### src/rtl/pw_pkg.sv
package pw_pkg;
  typedef enum logic [1:0] {
    WK_IDLE = 2'd0,
    WK_L1   = 2'd1,
    WK_L2   = 2'd2,
    WK_RESP = 2'd3
  } wk_state_e;
endpackage

### src/rtl/pw_pte_decode.sv
// Splits a page map entry into its resident flag and page number.
module pw_pte_decode #(
  parameter int PTE_W   = 32,
  parameter int PPN_W   = 18,
  parameter int RES_BIT = 31
) (
  input  logic [PTE_W-1:0] pte,
  output logic             resident,
  output logic [PPN_W-1:0] ppn
);
  assign resident = pte[RES_BIT];
  assign ppn      = pte[PPN_W-1:0];
endmodule

### src/rtl/pw_addr_gen.sv
// Forms the byte address of the entry read for the current level.
module pw_addr_gen #(
  parameter int PA_W  = 30,
  parameter int IDX_W = 10,
  parameter int PPN_W = 18,
  parameter int ENT_B = 2
) (
  input  logic             second,
  input  logic [PA_W-1:0]  root_base,
  input  logic [IDX_W-1:0] idx_top,
  input  logic [IDX_W-1:0] idx_mid,
  input  logic [PPN_W-1:0] tbl_ppn,
  output logic [PA_W-1:0]  addr
);
  localparam int OFF_W = IDX_W + ENT_B;
  logic [PA_W-1:0] top_ofs;
  logic [PA_W-1:0] top_addr;
  logic [PA_W-1:0] mid_addr;

  assign top_ofs  = {{(PA_W-OFF_W){1'b0}}, idx_top, {ENT_B{1'b0}}};
  assign top_addr = root_base + top_ofs;
  assign mid_addr = {tbl_ppn, idx_mid, {ENT_B{1'b0}}};
  assign addr     = second ? mid_addr : top_addr;
endmodule

### src/rtl/pt_walker.sv
module pt_walker #(
  parameter int VA_W    = 32,
  parameter int PA_W    = 30,
  parameter int OFS_W   = 12,
  parameter int IDX_W   = 10,
  parameter int PTE_W   = 32,
  parameter int RES_BIT = 31
) (
  input  logic             clk,
  input  logic             rst,
  input  logic [PA_W-1:0]  root_base,
  input  logic             walk_req,
  input  logic [VA_W-1:0]  walk_va,
  output logic             walk_ready,
  output logic             mem_req,
  output logic [PA_W-1:0]  mem_addr,
  input  logic             mem_valid,
  input  logic [PTE_W-1:0] mem_rdata,
  output logic             walk_done,
  output logic             walk_fault,
  output logic [1:0]       fault_level,
  output logic [PA_W-1:0]  pa
);
  import pw_pkg::*;

  localparam int PPN_W = PA_W - OFS_W;
  localparam int ENT_B = OFS_W - IDX_W;
  localparam int TOP_L = VA_W - IDX_W;
  localparam int MID_L = OFS_W;

  wk_state_e         state;
  logic [VA_W-1:0]   va_q;
  logic [PPN_W-1:0]  tbl_ppn_q;
  logic [PA_W-1:0]   pa_q;
  logic              fault_q;
  logic [1:0]        lvl_q;
  logic              ent_res;
  logic [PPN_W-1:0]  ent_ppn;

  pw_pte_decode #(.PTE_W(PTE_W), .PPN_W(PPN_W), .RES_BIT(RES_BIT)) u_dec (
    .pte(mem_rdata), .resident(ent_res), .ppn(ent_ppn)
  );

  pw_addr_gen #(.PA_W(PA_W), .IDX_W(IDX_W), .PPN_W(PPN_W), .ENT_B(ENT_B)) u_agen (
    .second(state == WK_L2), .root_base(root_base),
    .idx_top(va_q[VA_W-1:TOP_L]), .idx_mid(va_q[TOP_L-1:MID_L]),
    .tbl_ppn(tbl_ppn_q), .addr(mem_addr)
  );

  always_ff @(posedge clk) begin
    if (rst) begin
      state     <= WK_IDLE;
      va_q      <= '0;
      tbl_ppn_q <= '0;
      pa_q      <= '0;
      fault_q   <= 1'b0;
      lvl_q     <= 2'd0;
    end else begin
      unique case (state)
        WK_IDLE: if (walk_req) begin
          va_q  <= walk_va;
          state <= WK_L1;
        end
        WK_L1: if (mem_valid) begin
          if (!ent_res) begin
            fault_q <= 1'b1;
            lvl_q   <= 2'd1;
            state   <= WK_RESP;
          end else begin
            tbl_ppn_q <= ent_ppn;
            state     <= WK_L2;
          end
        end
        WK_L2: if (mem_valid) begin
          if (!ent_res) begin
            fault_q <= 1'b1;
            lvl_q   <= 2'd2;
          end else begin
            fault_q <= 1'b0;
            lvl_q   <= 2'd0;
            pa_q    <= {ent_ppn, va_q[OFS_W-1:0]};
          end
          state <= WK_RESP;
        end
        WK_RESP: state <= WK_IDLE;
        default: state <= WK_IDLE;
      endcase
    end
  end

  assign walk_ready  = (state == WK_IDLE);
  assign mem_req     = (state == WK_L1) || (state == WK_L2);
  assign walk_done   = (state == WK_RESP);
  assign walk_fault  = fault_q;
  assign fault_level = lvl_q;
  assign pa          = pa_q;

  assert_req_held_R3: assert property (@(posedge clk) disable iff (rst)
    (mem_req && !mem_valid) |=> (mem_req && $stable(mem_addr)));

  assert_busy_after_take_R2: assert property (@(posedge clk) disable iff (rst)
    (walk_ready && walk_req) |=> !walk_ready);

  assert_done_pulse_R8: assert property (@(posedge clk) disable iff (rst)
    walk_done |=> (!walk_done && walk_ready));

  assert_fault_code_R6: assert property (@(posedge clk) disable iff (rst)
    (walk_done && walk_fault) |-> (fault_level == 2'd1 || fault_level == 2'd2));

  assert_ok_code_R7: assert property (@(posedge clk) disable iff (rst)
    (walk_done && !walk_fault) |-> (fault_level == 2'd0));

  assert_stray_valid_R9: assert property (@(posedge clk) disable iff (rst)
    (walk_ready && !walk_req && mem_valid) |=> walk_ready);
endmodule

### config.mk
export PLATFORM = sky130hd
export DESIGN_NAME = pt_walker
export DESIGN_NICKNAME = d
export VERILOG_FILES = /design/src/rtl/pw_pkg.sv /design/src/rtl/pw_pte_decode.sv /design/src/rtl/pw_addr_gen.sv /design/src/rtl/pt_walker.sv
export SDC_FILE = /design/constraint.sdc
export NUM_CORES = 1
export LEC_CHECK = 0
export BUFFER_PORTS_ARGS = -buffer_cell sky130_fd_sc_hd__buf_2
export CAP_MARGIN = 25
export CORE_ASPECT_RATIO = 1.2
export CORE_UTILIZATION = 40
export CTS_CLUSTER_DIAMETER = 50
export DETAILED_ROUTE_END_ITERATION = 16
export PLACE_DENSITY = 0.68
export SYNTH_ARGS = -nofsm -noshare
export SYNTH_HDL_FRONTEND = slang
export SYNTH_SLANG_ARGS = --single-unit
### constraint.sdc
create_clock -name clk -period 3.75 [get_ports clk]
set_input_delay 0.75 -clock clk [delete_from_list [all_inputs] [get_ports clk]]
set_output_delay 0.75 -clock clk [all_outputs]
set_load 0.02 [all_outputs]
==> flow_summary.html <==
<table>
<tr><th>Metric</th><th>Value</th></tr>
<tr><th colspan="2">Critical path</th></tr>
<tr><td>Critical path's top delay family</td><td>simple AND/OR/NAND/NOR gates</td></tr>
<tr><td>Startpoint kind of the worst setup timing path</td><td>primary input</td></tr>
<tr><td>Data required time at the worst endpoint</td><td>roughly 3 ns</td></tr>
<tr><td>Critical-path cell with the highest stage delay</td><td>sky130_fd_sc_hd__or4_4</td></tr>
<tr><td>CP Cell Sequence</td><td>buf_8, ha_4, inv_2, fa_2, nand2b_4, a21o_1, a211oi_4, o21ai_4, or4_4, nand3_2, buf_6</td></tr>
<tr><td>Worst Path Max Fanout</td><td>5</td></tr>
<tr><td>Crit. End Element</td><td>output port</td></tr>
<tr><td>WS Path Type</td><td>in2out</td></tr>
<tr><td>Crit path largest cell delay</td><td>between 0.5 and 0.6 ns</td></tr>
<tr><td>Buffers and inverters on the worst path</td><td>3</td></tr>
<tr><td>Worst EP arrival</td><td>2.98 ns</td></tr>
<tr><th colspan="2">Clocking</th></tr>
<tr><td>Number of buffers created by CTS</td><td>9</td></tr>
<tr><td>Number of buffers on the longest clock path</td><td>2</td></tr>
<tr><td>CTS tree</td><td>built</td></tr>
<tr><td>Hold_buf cts</td><td>0</td></tr>
<tr><td>Num Clock Sinks</td><td>85</td></tr>
<tr><td>Number of levels the H-tree was split into</td><td>3</td></tr>
<tr><td>Root buffer cell</td><td>sky130_fd_sc_hd__clkbuf_16</td></tr>
<tr><td>Worst-path clk slew</td><td>about 0.070 ns</td></tr>
<tr><td>Clock Latency Late Sink</td><td>~0.34 ns</td></tr>
<tr><th colspan="2">Yosys</th></tr>
<tr><td>Post-synthesis instance area</td><td>between 4000 and 5000 um2</td></tr>
<tr><td>Count of flip-flops with a built-in enable after synthesis</td><td>0</td></tr>
<tr><td>Register bit count reported by yosys</td><td>85</td></tr>
<tr><td>Top_reg_cell synth</td><td>sky130_fd_sc_hd__dfxtp_1</td></tr>
<tr><td>Fraction of the yosys area taken by sequential cells</td><td>between 40% and 50%</td></tr>
<tr><td>Gate count after technology mapping</td><td>approximately 580</td></tr>
<tr><td>YS warnings</td><td>0</td></tr>
<tr><td>Cell variety after synth</td><td>47</td></tr>
<tr><td>Synthesized Nets</td><td>~690</td></tr>
<tr><td>Syn_area_per_cell</td><td>a little over 7 um2</td></tr>
<tr><td>Synth async-reset ratio</td><td>0%</td></tr>
<tr><th colspan="2">Global routing</th></tr>
<tr><td>Number of antenna violations at the first check in global routing</td><td>0</td></tr>
<tr><td>Global Route Usage Sum</td><td>between 20% and 30%</td></tr>
<tr><td>Wire length of the first global-routing pass</td><td>18500 um</td></tr>
<tr><td>Via count of the first global-routing pass</td><td>4057</td></tr>
<tr><td>Pin count of the biggest net entering global routing</td><td>86</td></tr>
<tr><td>GR Overflow Total</td><td>0</td></tr>
<tr><th colspan="2">Cells and area</th></tr>
<tr><td>Final cell utilization of the core</td><td>55.0%</td></tr>
<tr><td>Number of diodes added for antenna fixing</td><td>0</td></tr>
<tr><td>Number of nets in the final layout</td><td>slightly above 800</td></tr>
<tr><td>Most frequent cells in the layout</td><td>199 x sky130_fd_sc_hd__nand2_1, 143 x sky130_fd_sc_hd__buf_2, 95 x sky130_fd_sc_hd__a21oi_1, 85 x sky130_fd_sc_hd__dfxtp_1, 18 x sky130_fd_sc_hd__nor2_1</td></tr>
<tr><td>Filler cells</td><td>995</td></tr>
<tr><td>Most common cell after layout, fill and taps aside</td><td>sky130_fd_sc_hd__nand2_1</td></tr>
<tr><td>Area growth from synthesis to layout</td><td>32.5%</td></tr>
<tr><td>Share of final-layout standard cells stronger than drive strength 1</td><td>27.2%</td></tr>
<tr><th colspan="2">Power and ir drop</th></tr>
<tr><td>Power density cells</td><td>roughly 610 nW/um2</td></tr>
<tr><td>Combinational share of power</td><td>roughly two fifths</td></tr>
<tr><td>Net Switching</td><td>about 1300 uW</td></tr>
<tr><td>Flop pwr share</td><td>about a third</td></tr>
<tr><td>Worst VDD drop</td><td>0.353 mV</td></tr>
<tr><td>Leakage</td><td>approximately 0.0023 uW</td></tr>
<tr><td>Net switching share of the total power</td><td>between 30 and 40%</td></tr>
<tr><td>Internal power of the cells</td><td>between 2000 and 2500 uW</td></tr>
<tr><td>Part of the total power dissipated in the clock network</td><td>between 20% and 30%</td></tr>
<tr><th colspan="2">Drt</th></tr>
<tr><td>Number of detailed-routing iterations run before antenna repair</td><td>4</td></tr>
<tr><td>Wirelength per Cell</td><td>about 14 um</td></tr>
<tr><td>Total detailed-routing wirelength</td><td>about 12000 um</td></tr>
<tr><td>DRC Markers</td><td>0</td></tr>
<tr><td>Vias per std cell</td><td>5.19</td></tr>
<tr><td>Routed vias</td><td>roughly 4400</td></tr>
<tr><td>Antenna Nets Post-Route</td><td>0</td></tr>
<tr><td>Initial detailed-routing violation count</td><td>~210</td></tr>
<tr><th colspan="2">Job</th></tr>
<tr><td>Maximum capacitance violations</td><td>0</td></tr>
<tr><th colspan="2">Timing</th></tr>
<tr><td>Final hold violations</td><td>0</td></tr>
<tr><td>F_max</td><td>approximately 270 MHz</td></tr>
<tr><td>Tmin final</td><td>3.73 ns</td></tr>
<tr><td>Max transition margin</td><td>42.0%</td></tr>
<tr><td>Final worst-path setup slack</td><td>roughly 0.019 ns</td></tr>
<tr><td>Setup repair after global routing missed its margin</td><td>yes</td></tr>
<tr><td>Final setup violation count</td><td>0</td></tr>
<tr><td>Number of slew-limit violations in the final report</td><td>0</td></tr>
<tr><td>Slew at the pin closest to its max-slew limit</td><td>0.870 ns</td></tr>
<tr><td>Share of the clock period used by the worst path after layout</td><td>between 90% and 100%</td></tr>
<tr><td>Post-Route Skew</td><td>slightly below 0.009 ns</td></tr>
<tr><th colspan="2">Worst hold path</th></tr>
<tr><td>Classification of the worst-slack hold path</td><td>reg2reg</td></tr>
<tr><th colspan="2">Die</th></tr>
<tr><td>Die Y-Extent</td><td>114 um</td></tr>
<tr><td>Width of the die</td><td>approximately 95 um</td></tr>
<tr><td>Initial cell density of the core</td><td>41.5%</td></tr>
<tr><td>Total die area</td><td>10800 um2</td></tr>
<tr><td>Area of the core</td><td>between 10000 and 15000 um2</td></tr>
<tr><td>Placement Rows</td><td>40</td></tr>
<tr><td>I/O pins</td><td>~160</td></tr>
<tr><th colspan="2">Placed design</th></tr>
<tr><td>RePlAce Congestion</td><td>between 0.8 and 0.9</td></tr>
<tr><td>Pre-CTS setup slack</td><td>-0.00365 ns</td></tr>
<tr><td>Buffers on Ports</td><td>150</td></tr>
<tr><td>Final HPWL DP</td><td>between 8000 and 9000 um</td></tr>
<tr><th colspan="2">Outcome</th></tr>
<tr><td>Run status</td><td>completed</td></tr>
</table>
-- worst register-to-register path, stage by stage, from the launching register on --
cell and delay (ns):
sky130_fd_sc_hd__dfxtp_1 0.36, sky130_fd_sc_hd__inv_1 0.11, sky130_fd_sc_hd__ha_2 0.19, sky130_fd_sc_hd__buf_4 0.42
sky130_fd_sc_hd__nand3_1 0.47, sky130_fd_sc_hd__buf_4 0.37, sky130_fd_sc_hd__nand2_1 0.10, sky130_fd_sc_hd__a21oi_1 0.07
-- cell type report --
type	count	area [um2]	share of cell area, %
well taps	126	158	2.85
clock inverters	7	92.6	1.67
clock buffers	9	225	4.07
flip-flops and latches	85	1700	30.8
inverters	10	37.5	0.679
multi-input cells	447	2390	43.2
repair buffers	163	923	16.7
-- routing by layer --
| layer | vias to the layer above | GRT usage, % | part of all wire (%) |
|---|---|---|---|
| met5 | - | 0 | 0 |
| met4 | 0 | 6.26 | 1.1 |
| met3 | 10 | 5.53 | 6.6 |
| met2 | 132 | 38.4 | 52 |
| met1 | 2025 | 25.0 | 41 |
| li1 | 2227 | - | - |
-- kinds of logic (layout without fill, tap and decap cells) --
logic type / count (synthesis) / count (layout) / synth area share, %
buf+inv: 44 / 189 / 3.99
compound gates: 148 / 149 / 20.4
mux: 2 / 2 / 0.510
fa+ha+maj: 15 / 15 / 4.68
xor+xnor: 10 / 10 / 2.10
flops: 85 / 85 / 40.8
simple gates: 271 / 271 / 27.5
-- Yosys cell counts (2+ instances only) --
master	count	share of area [%]
sky130_fd_sc_hd__inv_1	9	0.81
sky130_fd_sc_hd__and3_1	5	0.75
sky130_fd_sc_hd__xor2_1	8	1.7
sky130_fd_sc_hd__o21ai_0	14	1.7
sky130_fd_sc_hd__a21oi_1	96	12
sky130_fd_sc_hd__dfxtp_1	85	41
sky130_fd_sc_hd__nor2_1	18	1.6
sky130_fd_sc_hd__o21a_1	2	0.36
sky130_fd_sc_hd__nor3b_1	2	0.36
sky130_fd_sc_hd__xnor2_1	2	0.42
sky130_fd_sc_hd__o211ai_1	9	1.6
sky130_fd_sc_hd__a21o_1	2	0.36
sky130_fd_sc_hd__nand2b_1	5	0.75
sky130_fd_sc_hd__nor2b_1	4	0.60
sky130_fd_sc_hd__a211o_1	2	0.42
sky130_fd_sc_hd__and2_1	3	0.45
sky130_fd_sc_hd__o311ai_1	3	0.63
sky130_fd_sc_hd__o21ai_1	5	0.60
sky130_fd_sc_hd__o31ai_1	3	0.54
sky130_fd_sc_hd__or4_1	8	1.4
sky130_fd_sc_hd__a31oi_1	2	0.30
sky130_fd_sc_hd__nand3_1	17	2.0
sky130_fd_sc_hd__nand2_1	199	18
sky130_fd_sc_hd__clkbuf_1	27	2.4
sky130_fd_sc_hd__a211oi_1	2	0.36
sky130_fd_sc_hd__or3_1	3	0.45
sky130_fd_sc_hd__buf_1	6	0.54
sky130_fd_sc_hd__or2_1	2	0.30
sky130_fd_sc_hd__ha_1	14	4.2
-- registers in the layout, indices dropped and copies added, names as in the netlist --
register,cells
va_q,32
tbl_ppn_q,18
pa,30
fault_level,2
walk_fault,1
state,2
-- final timing paths --
check,start,to,slack (ns),cells after the start
worst max-delay path,root_base[2],mem_addr[26],0.02,11
worst min register to register,pa[25],pa[25],0.45,2
worst max register to register,state[0],pa[9],1.50,7
worst min-delay path,pa[25],pa[25],0.45,2
-- metrics by stage --
stage	total power (uW)	area (um2)	hold slack, ns	TNS (ns)	std cells
floorplan	1950	4170	0.432	0	575
global placement	2310	5010	0.438	0	825
detailed placement	2380	5060	0.444	-0.00365	827
CTS	3340	5380	0.453	0	843
global route	3570	5530	0.474	-0.0599	847
finish	3350	5530	0.452	0	847
-- what timing repair did --
action / CTS / global route
gates resized for setup: 1 / 25
endpoints found under the setup margin: 1 / 13
setup buffers: 0 / 2
pin swaps: 0 / 11
endpoints found under the hold margin: 0 / 0
gates cloned: 0 / 1
-- power groups by stage --
stage | clock, uW | combinational, uW | sequential [uW]
finish | 943 | 1330 | 1080
detailed placement | 0 | 1290 | 1090
global placement | 0 | 1220 | 1090
global route | 1000 | 1480 | 1090
CTS | 960 | 1300 | 1070
floorplan | 0 | 847 | 1100
No activity file was read; power rests on OpenSTA's default activity.
